<file path="config.mk">
export PLATFORM = sky130hd
export DESIGN_NAME = evt_spi_slave
export DESIGN_NICKNAME = d
export VERILOG_FILES = /design/src/rtl/evt_spi_pkg.sv /design/src/rtl/spi_in_sync.sv /design/src/rtl/evt_fifo.sv /design/src/rtl/boot_evt_gen.sv /design/src/rtl/spi_frame.sv /design/src/rtl/evt_spi_slave.sv
export SDC_FILE = /design/constraint.sdc
export NUM_CORES = 1
export LEC_CHECK = 0
export BUFFER_PORTS_ARGS = -buffer_cell sky130_fd_sc_hd__clkbuf_2
export CAP_MARGIN = 30
export CORE_MARGIN = 2
export CORE_UTILIZATION = 66
export CTS_CLUSTER_DIAMETER = 50
export CTS_CLUSTER_SIZE = 28
export DETAILED_ROUTE_END_ITERATION = 12
export PLACE_DENSITY = 0.84
export SETUP_SLACK_MARGIN = 0.1
export SLEW_MARGIN = 10
export SYNTH_ARGS = -nofsm -noshare
export SYNTH_HDL_FRONTEND = slang
export SYNTH_SLANG_ARGS = --single-unit
</file>
<file path="constraint.sdc">
create_clock -name clk_i -period 4.15 [get_ports clk_i]
set_input_delay 0.6225 -clock clk_i [delete_from_list [all_inputs] [get_ports clk_i]]
set_output_delay 0.6225 -clock clk_i [all_outputs]
set_load 0.01 [all_outputs]
</file>
<file path="src/rtl/evt_spi_pkg.sv">
package evt_spi_pkg;
  localparam logic [7:0] CMD_WRITE = 8'h0A;
  localparam logic [7:0] CMD_READ  = 8'h0B;
  localparam logic [7:0] HDR_READY = 8'h02;
  localparam int unsigned EVT_LEN  = 6;

  function automatic logic [7:0] boot_evt_byte(input logic [2:0] idx);
    case (idx)
      3'd0:    return 8'h04;
      3'd1:    return 8'hFF;
      3'd2:    return 8'h03;
      3'd3:    return 8'h01;
      3'd4:    return 8'h00;
      default: return 8'h01;
    endcase
  endfunction
endpackage

</file>
<file path="src/rtl/spi_in_sync.sv">
module spi_in_sync #(
  parameter int unsigned W = 3,
  parameter logic [W-1:0] RST_VAL = '0
) (
  input  logic         clk_i,
  input  logic         rst_ni,
  input  logic [W-1:0] d_i,
  output logic [W-1:0] q_o,
  output logic [W-1:0] rise_o,
  output logic [W-1:0] fall_o
);
  logic [W-1:0] s1_q, s2_q, s3_q;

  always_ff @(posedge clk_i or negedge rst_ni) begin
    if (!rst_ni) begin
      s1_q <= RST_VAL;
      s2_q <= RST_VAL;
      s3_q <= RST_VAL;
    end else begin
      s1_q <= d_i;
      s2_q <= s1_q;
      s3_q <= s2_q;
    end
  end

  assign q_o    = s2_q;
  assign rise_o = s2_q & ~s3_q;
  assign fall_o = ~s2_q & s3_q;
endmodule

</file>
<file path="src/rtl/evt_fifo.sv">
module evt_fifo #(
  parameter int unsigned DEPTH = 8,
  localparam int unsigned AW = $clog2(DEPTH),
  localparam int unsigned CW = AW + 1
) (
  input  logic          clk_i,
  input  logic          rst_ni,
  input  logic          wr_i,
  input  logic [7:0]    wr_data_i,
  input  logic          rd_i,
  output logic [7:0]    head_o,
  output logic          full_o,
  output logic          empty_o,
  output logic [CW-1:0] count_o
);
  logic [7:0]    mem_q [DEPTH];
  logic [AW-1:0] wptr_q, rptr_q;
  logic [CW-1:0] cnt_q;
  logic          wr_en, rd_en;

  assign full_o  = (cnt_q == CW'(DEPTH));
  assign empty_o = (cnt_q == '0);
  assign wr_en   = wr_i & ~full_o;
  assign rd_en   = rd_i & ~empty_o;
  assign head_o  = mem_q[rptr_q];
  assign count_o = cnt_q;

  always_ff @(posedge clk_i) begin
    if (wr_en) mem_q[wptr_q] <= wr_data_i;
  end

  always_ff @(posedge clk_i or negedge rst_ni) begin
    if (!rst_ni) begin
      wptr_q <= '0;
      rptr_q <= '0;
      cnt_q  <= '0;
    end else begin
      if (wr_en) wptr_q <= (wptr_q == AW'(DEPTH - 1)) ? '0 : wptr_q + 1'b1;
      if (rd_en) rptr_q <= (rptr_q == AW'(DEPTH - 1)) ? '0 : rptr_q + 1'b1;
      case ({wr_en, rd_en})
        2'b10:   cnt_q <= cnt_q + 1'b1;
        2'b01:   cnt_q <= cnt_q - 1'b1;
        default: cnt_q <= cnt_q;
      endcase
    end
  end

  always_comb a_r10_count_bound: assert (!rst_ni || cnt_q <= CW'(DEPTH));

  a_r7_no_underflow: assert property (@(posedge clk_i) disable iff (!rst_ni)
    (cnt_q == '0 && !wr_i) |=> cnt_q == '0);
endmodule

</file>
<file path="src/rtl/boot_evt_gen.sv">
module boot_evt_gen
  import evt_spi_pkg::*;
(
  input  logic       clk_i,
  input  logic       rst_ni,
  input  logic       full_i,
  output logic       push_o,
  output logic [7:0] data_o,
  output logic       done_o
);
  logic [2:0] idx_q;

  assign done_o = (idx_q == 3'(EVT_LEN));
  assign push_o = ~done_o & ~full_i;
  assign data_o = boot_evt_byte(idx_q);

  always_ff @(posedge clk_i or negedge rst_ni) begin
    if (!rst_ni)     idx_q <= '0;
    else if (push_o) idx_q <= idx_q + 1'b1;
  end
endmodule

</file>
<file path="src/rtl/spi_frame.sv">
module spi_frame
  import evt_spi_pkg::*;
#(
  parameter int unsigned CW = 4,
  parameter logic [15:0] WR_SPACE = 16'h007F
) (
  input  logic          clk_i,
  input  logic          rst_ni,
  input  logic          cs_i,
  input  logic          sclk_rise_i,
  input  logic          sclk_fall_i,
  input  logic          mosi_i,
  input  logic          q_valid_i,
  input  logic          q_empty_i,
  input  logic [7:0]    q_head_i,
  input  logic [CW-1:0] q_count_i,
  output logic          pop_o,
  output logic          miso_o
);
  localparam logic [2:0] PAYLOAD = 3'd5;

  logic [2:0]  bit_cnt_q, byte_cnt_q;
  logic [6:0]  rx_sr_q;
  logic [7:0]  tx_sr_q, cmd_q, nxt_byte;
  logic [15:0] cnt_snap_q;
  logic        from_q_q, nxt_from_q;

  always_comb begin
    nxt_from_q = 1'b0;
    case (byte_cnt_q)
      3'd0: nxt_byte = HDR_READY;
      3'd1: nxt_byte = WR_SPACE[7:0];
      3'd2: nxt_byte = WR_SPACE[15:8];
      3'd3: nxt_byte = cnt_snap_q[7:0];
      3'd4: nxt_byte = cnt_snap_q[15:8];
      default: begin
        if (cmd_q == CMD_READ && q_valid_i && !q_empty_i) begin
          nxt_byte   = q_head_i;
          nxt_from_q = 1'b1;
        end else begin
          nxt_byte = 8'hFF;
        end
      end
    endcase
  end

  // a byte leaves the queue only once its last bit has been clocked
  assign pop_o  = ~cs_i & sclk_rise_i & (bit_cnt_q == 3'd7) & from_q_q;
  assign miso_o = cs_i | tx_sr_q[7];

  always_ff @(posedge clk_i or negedge rst_ni) begin
    if (!rst_ni) begin
      bit_cnt_q  <= '0;
      byte_cnt_q <= '0;
      rx_sr_q    <= '0;
      tx_sr_q    <= HDR_READY;
      cmd_q      <= '0;
      cnt_snap_q <= '0;
      from_q_q   <= 1'b0;
    end else if (cs_i) begin
      bit_cnt_q  <= '0;
      byte_cnt_q <= '0;
      tx_sr_q    <= HDR_READY;
      cmd_q      <= '0;
      from_q_q   <= 1'b0;
      cnt_snap_q <= q_valid_i ? 16'(q_count_i) : 16'h0;
    end else begin
      if (sclk_rise_i) begin
        rx_sr_q   <= {rx_sr_q[5:0], mosi_i};
        bit_cnt_q <= bit_cnt_q + 1'b1;
        if (bit_cnt_q == 3'd7) begin
          if (byte_cnt_q == 3'd0) cmd_q <= {rx_sr_q, mosi_i};
          if (byte_cnt_q != PAYLOAD) byte_cnt_q <= byte_cnt_q + 1'b1;
        end
      end
      if (sclk_fall_i) begin
        if (bit_cnt_q == 3'd0) begin
          tx_sr_q  <= nxt_byte;
          from_q_q <= nxt_from_q;
        end else begin
          tx_sr_q <= {tx_sr_q[6:0], 1'b1};
        end
      end
    end
  end

  a_r9_restart: assert property (@(posedge clk_i) disable iff (!rst_ni)
    $rose(cs_i) |=> (bit_cnt_q == '0 && byte_cnt_q == '0 && !from_q_q));

  a_r6_no_pop_without_read: assert property (@(posedge clk_i) disable iff (!rst_ni)
    pop_o |-> cmd_q == CMD_READ);
endmodule

</file>
<file path="src/rtl/evt_spi_slave.sv">
module evt_spi_slave
  import evt_spi_pkg::*;
#(
  parameter int unsigned DEPTH = 8,
  parameter logic [15:0] WR_SPACE = 16'h007F,
  localparam int unsigned CW = $clog2(DEPTH) + 1
) (
  input  logic       clk_i,
  input  logic       rst_ni,
  input  logic       sclk_i,
  input  logic       cs_ni,
  input  logic       mosi_i,
  output logic       miso_o,
  output logic       irq_o,
  input  logic       push_valid_i,
  input  logic [7:0] push_data_i,
  output logic       push_ready_o
);
  logic [2:0]    pin_q, pin_rise, pin_fall;
  logic          gen_push, gen_done, q_full, q_empty, q_wr, q_pop;
  logic [7:0]    gen_data, q_wdata, q_head;
  logic [CW-1:0] q_count;

  // pin order: {cs_n, sclk, mosi}
  spi_in_sync #(.W(3), .RST_VAL(3'b100)) u_sync (
    .clk_i, .rst_ni,
    .d_i({cs_ni, sclk_i, mosi_i}),
    .q_o(pin_q), .rise_o(pin_rise), .fall_o(pin_fall)
  );

  boot_evt_gen u_gen (
    .clk_i, .rst_ni, .full_i(q_full),
    .push_o(gen_push), .data_o(gen_data), .done_o(gen_done)
  );

  assign push_ready_o = gen_done & ~q_full;
  assign q_wr         = gen_push | (push_valid_i & push_ready_o);
  assign q_wdata      = gen_done ? push_data_i : gen_data;
  assign irq_o        = gen_done & ~q_empty;

  evt_fifo #(.DEPTH(DEPTH)) u_fifo (
    .clk_i, .rst_ni,
    .wr_i(q_wr), .wr_data_i(q_wdata), .rd_i(q_pop),
    .head_o(q_head), .full_o(q_full), .empty_o(q_empty), .count_o(q_count)
  );

  spi_frame #(.CW(CW), .WR_SPACE(WR_SPACE)) u_frame (
    .clk_i, .rst_ni,
    .cs_i(pin_q[2]), .sclk_rise_i(pin_rise[1]), .sclk_fall_i(pin_fall[1]),
    .mosi_i(pin_q[0]),
    .q_valid_i(gen_done), .q_empty_i(q_empty), .q_head_i(q_head),
    .q_count_i(q_count), .pop_o(q_pop), .miso_o(miso_o)
  );

  initial a_r4_depth_fits: assert (DEPTH >= EVT_LEN);

  a_r8_irq_fall_on_pop: assert property (@(posedge clk_i) disable iff (!rst_ni)
    $fell(irq_o) |-> $past(q_pop));

  a_r4_boot_loaded: assert property (@(posedge clk_i) disable iff (!rst_ni)
    $rose(gen_done) |-> q_count == CW'(EVT_LEN));

  a_r1_idle_high: assert property (@(posedge clk_i) disable iff (!rst_ni)
    pin_q[2] |-> miso_o);
endmodule

</file>
Word level (Yosys, flattened, before mapping)
Memory sizes are Yosys's and may differ from the RTL's.
Index checks and enable logic that the tools add are counted.
{"block": "word_totals", "mem_count": 1, "inputBits": 14, "word_cells": 104, "regBits": 55, "ramBits": 64}
{"memory": "u_fifo.mem_q", "words": 8, "width": 8, "read_ports": 1, "rd_clocked_by_memory_dff": 0, "wr": 1, "line_no": "evt_fifo.sv:16", "text": "logic [7:0] mem_q [DEPTH];"}
{"block": "op_classes", "n_eq_ne": 16, "add_sub_neg": 7, "muxes": 28, "reduce_logical": 19, "bitwise": 19}
{"op": "8-bit 2-to-1 mux", "count": 9}
{"op": "8-bit case mux with 5 select lines", "count": 1}
{"op": "8-bit case mux with 4 select lines", "count": 1}
{"op": "3-bit 2-to-1 mux", "count": 8}
{"op": "3-bit equality test (second input constant)", "count": 6}
{"op": "3-bit by 1-bit adder with 3-bit output (second input constant)", "count": 5}
{"op": "2-bit nonzero test", "count": 7}
{"op": "1-bit bitwise AND", "count": 9}
{"op": "3-bit by 2-bit equality test with 1-bit output (second input constant)", "count": 3}
{"op": "3-bit logical NOT", "count": 3}
{"op": "8-bit by 4-bit equality test with 1-bit output (second input constant)", "count": 1}
{"op": "4-bit case mux with 2 select lines", "count": 1}
{"op": "1-bit 2-to-1 mux", "count": 7}
{"op": "3-bit by 1-bit equality test with 1-bit output (second input constant)", "count": 2}
{"op": "3-bit AND reduction", "count": 2}
{"op": "5-bit OR reduction", "count": 1}
{"op": "4-bit by 1-bit adder with 4-bit output (second input constant)", "count": 1}
{"op": "2-bit bitwise AND", "count": 2}
{"op": "4-bit equality test (second input constant)", "count": 1}
{"op": "4-bit logical NOT", "count": 1}
{"op": "4-bit 2-to-1 mux", "count": 1}
{"op": "1-bit NOT", "count": 4}
{"op": "2-bit NOT", "count": 2}
{"op": "2-bit AND reduction", "count": 2}
{"op": "other kinds (7)", "count": 9}

Longest topological paths before layout
{"block": "logic_depth", "word_depth": 8, "mapped_depth": 11, "ltp_nobuf": 10}

Hierarchy
A second synthesis with hierarchy kept.
{"block": "unflattened", "hier_cells": 392, "area_unflattened_um2": 5639.2}
{"mod": "evt_fifo", "seq_area_each_um2": 2172.1, "n_inst": 1, "cells_per_inst": 161, "area_per_inst_um2": 3179.3}
{"mod": "spi_frame", "seq_area_each_um2": 852.1, "n_inst": 1, "cells_per_inst": 175, "area_per_inst_um2": 1762.9}
{"mod": "boot_evt_gen", "seq_area_each_um2": 75.1, "n_inst": 1, "cells_per_inst": 29, "area_per_inst_um2": 286.5}
{"mod": "spi_in_sync", "seq_area_each_um2": 229.0, "n_inst": 1, "cells_per_inst": 15, "area_per_inst_um2": 281.5}
{"mod": "evt_spi_slave", "seq_area_each_um2": 0.0, "n_inst": 1, "cells_per_inst": 12, "area_per_inst_um2": 128.9}

Least setup slack after synthesis
No wires, ideal clock.
{"block": "synth_path", "path_type": "register to register", "from": "register u_gen.idx_q[0]", "to": "register u_fifo.cnt_q[3] (netlist: u_fifo.count_o[3])", "synth_period_minus_slack_ns": 2.421, "required_time_ns": 4.070, "stages_incl_launch_ff": 12, "path_buffers": 1, "setup_slack_ns": 1.729, "setup_ns": 0.080, "arrival_ns": 2.341, "path_cell_list": "dfrtp_1 > inv_1 > ha_1 > nand2_1 > o21bai_1 > buf_2 > ha_1 > ha_1 > a21o_1 > a21oi_1 > mux2i_1 > xnor2_1"}
{"block": "synth_between", "elab_chain_len": 7, "word_cells_on_any_way": 11, "classes_between": "eq/ne: 3; mux: 1; bitwise: 6; reduce/logical: 1"}
{"element": "start: declaration", "line_no": "boot_evt_gen.sv:11", "text": "logic [2:0] idx_q;"}
{"element": "start signal: assignment", "line_no": "boot_evt_gen.sv:19", "text": "else if (push_o) idx_q <= idx_q + 1'b1;"}
{"element": "3-bit equality test *", "line_no": "boot_evt_gen.sv:13", "text": "assign done_o = (idx_q == 3'(EVT_LEN));"}
{"element": "1-bit bitwise AND / 1-bit NOT (equally long branches)", "line_no": "evt_spi_slave.sv:36, boot_evt_gen.sv:14"}
{"element": "1-bit bitwise AND, on equally long branches", "line_no": "evt_spi_slave.sv:37, boot_evt_gen.sv:14"}
{"element": "1-bit OR *", "line_no": "evt_spi_slave.sv:37", "text": "assign q_wr = gen_push | (push_valid_i & push_ready_o);"}
{"element": "1-bit bitwise AND *", "line_no": "evt_fifo.sv:23", "text": "assign wr_en = wr_i & ~full_o;"}
{"element": "2-bit by 1-bit equality test with 1-bit output / 2-bit equality test (equally long branches)", "line_no": "evt_fifo.sv:40", "text": "case ({wr_en, rd_en})"}
{"element": "4-bit case mux with 2 select lines / 2-bit nonzero test (equally long branches)"}
{"element": "end signal: assignment", "line_no": "evt_fifo.sv:41", "text": "2'b10: cnt_q <= cnt_q + 1'b1;"}
{"element": "end signal: assignment", "line_no": "evt_fifo.sv:42", "text": "2'b01: cnt_q <= cnt_q - 1'b1;"}
{"element": "end signal: assignment", "line_no": "evt_fifo.sv:43", "text": "default: cnt_q <= cnt_q;"}
{"element": "end: declaration", "line_no": "evt_fifo.sv:18", "text": "logic [CW-1:0] cnt_q;"}
Mark *: on every way between the ends. The rest lies on a longest branch, timed or not.
A chain may end at the register's enable or synchronous reset.

Worst setup path in the final report
Same ends and word-level chain as after synthesis.

==> out/metrics.cfg <==
[run_status]
run_status=finished clean

[pwr]
p_leak_nw=2.447
p_per_area_nw_per_um2=714.0
peakVddDrop_v=0.0005132
p_total_mw=4.372

[floorplanning]
die_x_um=93.25
rows=32
dieArea_sq_um=8696
io_pins=17
core-area_sq_um=7727
start_util_pct=68.04
die-height_um=93.25

[timing]
final-max-slew-violation-count=0
postLayoutSetupSlackWorst_ns=0.8958
skew_ns=0.01433
setup_viol=0
finalCriticalPeriod_ns=3.254
tightest_slew_ns=0.9667
rsz0062_at_grt=no
fmax_mhz=307.3
finalHoldViolCount=0
max_slew_margin_pct=35.31
setup-tns-final_ns=0
min_period_over_period_pct=78.42

[drt]
drt_iter0_markers=319
firstDrtPassIters=6
via_per_inst=6.525
vias=3269
drt-total-wl_um=11550
wire_per_inst_um=23.06
drc=0
drt.antenna.violating_nets=0

[cts]
hold_buffers=0
cts_tree=yes
cts_setup_buffers=0
clkSinkCount=118
clockBufferDepth=2
htreeDepth=4
root_buffer=clkbuf_8
numCtsBuffers=17
clk_pin_slew_worst_paths_ns=0.06
cts_resized=0
clock_latency_ns=0.52

[synth]
avgSynthCellArea_sq_um=14.77
ys_seq_area_share_pct=62.33
syn_nets=391
async_flop_share_pct=45.76
ys_warn_count=0
syn_inst=356
netlist_area_sq_um=5258
synth_top_area_share_pct=36.55
synth_edf_count=64
synthTopCellsByArea=edfxtp_1, dfrtp_1, ha_1, mux4_1, mux2i_1
ys.flop_type=edfxtp_1
ys_ff_latch=118
synth.largest_area_cell=edfxtp_1
yosysUniqueCellTypes=53

[finish]
final_common_cell=edfxtp_1
final_cell_mix=edfxtp_1, dfrtp_1, nor2_1
antenna_cells=0
area_delta_synth_final_pct=16.47
fin_nets=422
utilization_pct=79.24
fin_cells=501
drive_gt1_share_pct=21.55

[setup_path]
critPathLaunch=u_gen.idx_q[0]$_DFFE_PN0N_
required_ns=4.57
r2r_start=u_gen.idx_q[0]$_DFFE_PN0N_
r2r_cells=10
critPathCaptureType=register
setup.worst_path.class=reg2reg
reg2reg_slack_ns=0.90
worstPathArrival_ns=3.68
start_kind=register
critPathMaxFanout=11

[place]
port_buffers=16
post-place-cells=468
routabilityCongestion=0.8743
dpl_worst_slack_ns=1.122
hpwl_um=6515

[grt]
grt_usage_pct=28.72
grt_max_degree=37
grt_pass1_wl_um=17910
antenna_found_initial=0
overflow=0
grt_pass1_vias=3345

[job]
max_cap_viol_count=0

[worst_hold_path]
hp-class=in2async

==> metal layers <==
layer | vias up | share of wire (%) | track usage [%]
li1 | 1406 | - | -
met1 | 1640 | 39 | 36.58
met2 | 181 | 50 | 46.04
met3 | 42 | 6.5 | 8.139
met4 | 0 | 3.8 | 13.48
met5 | - | 0 | 0
==> layout make-up <==
| type | instances | area (sq um) |
|---|---|---|
| fill | 377 | 1604 |
| timing repair buffer | 24 | 147.6 |
| clock buffer | 17 | 414.1 |
| multi-input combinational | 210 | 1848 |
| clock inverter | 14 | 249.0 |
| inverter | 16 | 60.06 |
| sequential | 118 | 3277 |
| tap | 102 | 127.6 |
==> cell usage after synthesis (all sizes together), types with 2 or more instances <==
cell and count:
a21o 7, a21oi 9, a31oi 2, a32o 7, buf 7, clkbuf 5
dfrtp 51, dfstp 3, edfxtp 64, ha 20, inv 16, mux2 11
mux2i 19, mux4 16, nand2 16, nand2b 7, nand3 3, nand4 4
nand4b 4, nor2 31, nor2b 6, nor3 6, nor3b 2, nor4 3
o21ai 8, o22ai 4, or2 3, xnor2 6
==> final timing paths <==
path	endpoint
worst min register to register	u_sync.q_o[1]$_DFF_PN0_
min in group clk_i	u_sync.s1_q[2]$_DFF_PN1_
worst max-delay path	u_fifo.count_o[3]$_DFFE_PN0P_
worst min-delay path	u_frame.bit_cnt_q[0]$_DFFE_PN0P_
max in group asynchronous	u_sync.s1_q[2]$_DFF_PN1_
worst max register to register	u_fifo.count_o[3]$_DFFE_PN0P_
==> registers in the layout, indices dropped and copies added, names as in the netlist <==
| signal | count |
|---|---|
| u_fifo.rptr_q | 3 |
| u_fifo.mem_q | 64 |
| u_frame.from_q_q | 1 |
| u_frame.rx_sr_q | 7 |
| u_frame.cnt_snap_q | 4 |
| u_frame.tx_sr_q | 8 |
| u_frame.cmd_q | 8 |
| u_gen.idx_q | 3 |
| u_sync.s1_q | 3 |
| u_fifo.count_o | 4 |
| u_sync.s3_q | 1 |
| u_sync.q_o | 3 |
| u_frame.bit_cnt_q | 3 |
| u_frame.byte_cnt_q | 3 |
| u_fifo.wptr_q | 3 |
==> through the flow <==
step / cell area (sq um) / hold slack [ns]
floorplan: 5258 / 0.3269
global placement: 5438 / 0.3328
detailed placement: 5438 / 0.3426
CTS: 6101 / 0.05447
global route: 6123 / 0.08084
finish: 6123 / 0.05360
==> kinds of logic after synthesis <==
family	synth area share, %
multiplexers	13.47
AO/OA/AOI/OAI	5.902
flip-flops	62.33
XOR/XNOR	1.166
AND/OR/NAND/NOR	9.377
buffers and inverters	2.618
adder cells (fa/ha/maj)	5.140
==> where the power goes <==
group / leakage, nW / switching, mW / internal [mW]
logic: 0.836 / 0.544 / 0.310
registers: 1.29 / 0.182 / 1.69
clock network: 0.319 / 0.546 / 1.10
==> worst max-delay path: stages, from the launching register on <==
cell and delay, ns:
dfrtp_1 0.39, inv_1 0.14, ha_1 0.21, nand2_1 0.24
o21bai_1 0.67, ha_1 0.36, ha_1 0.26, a21o_1 0.19
a21oi_1 0.18, mux2i_1 0.33, xnor2_1 0.19
No activity file was read; power rests on OpenSTA's default activity.
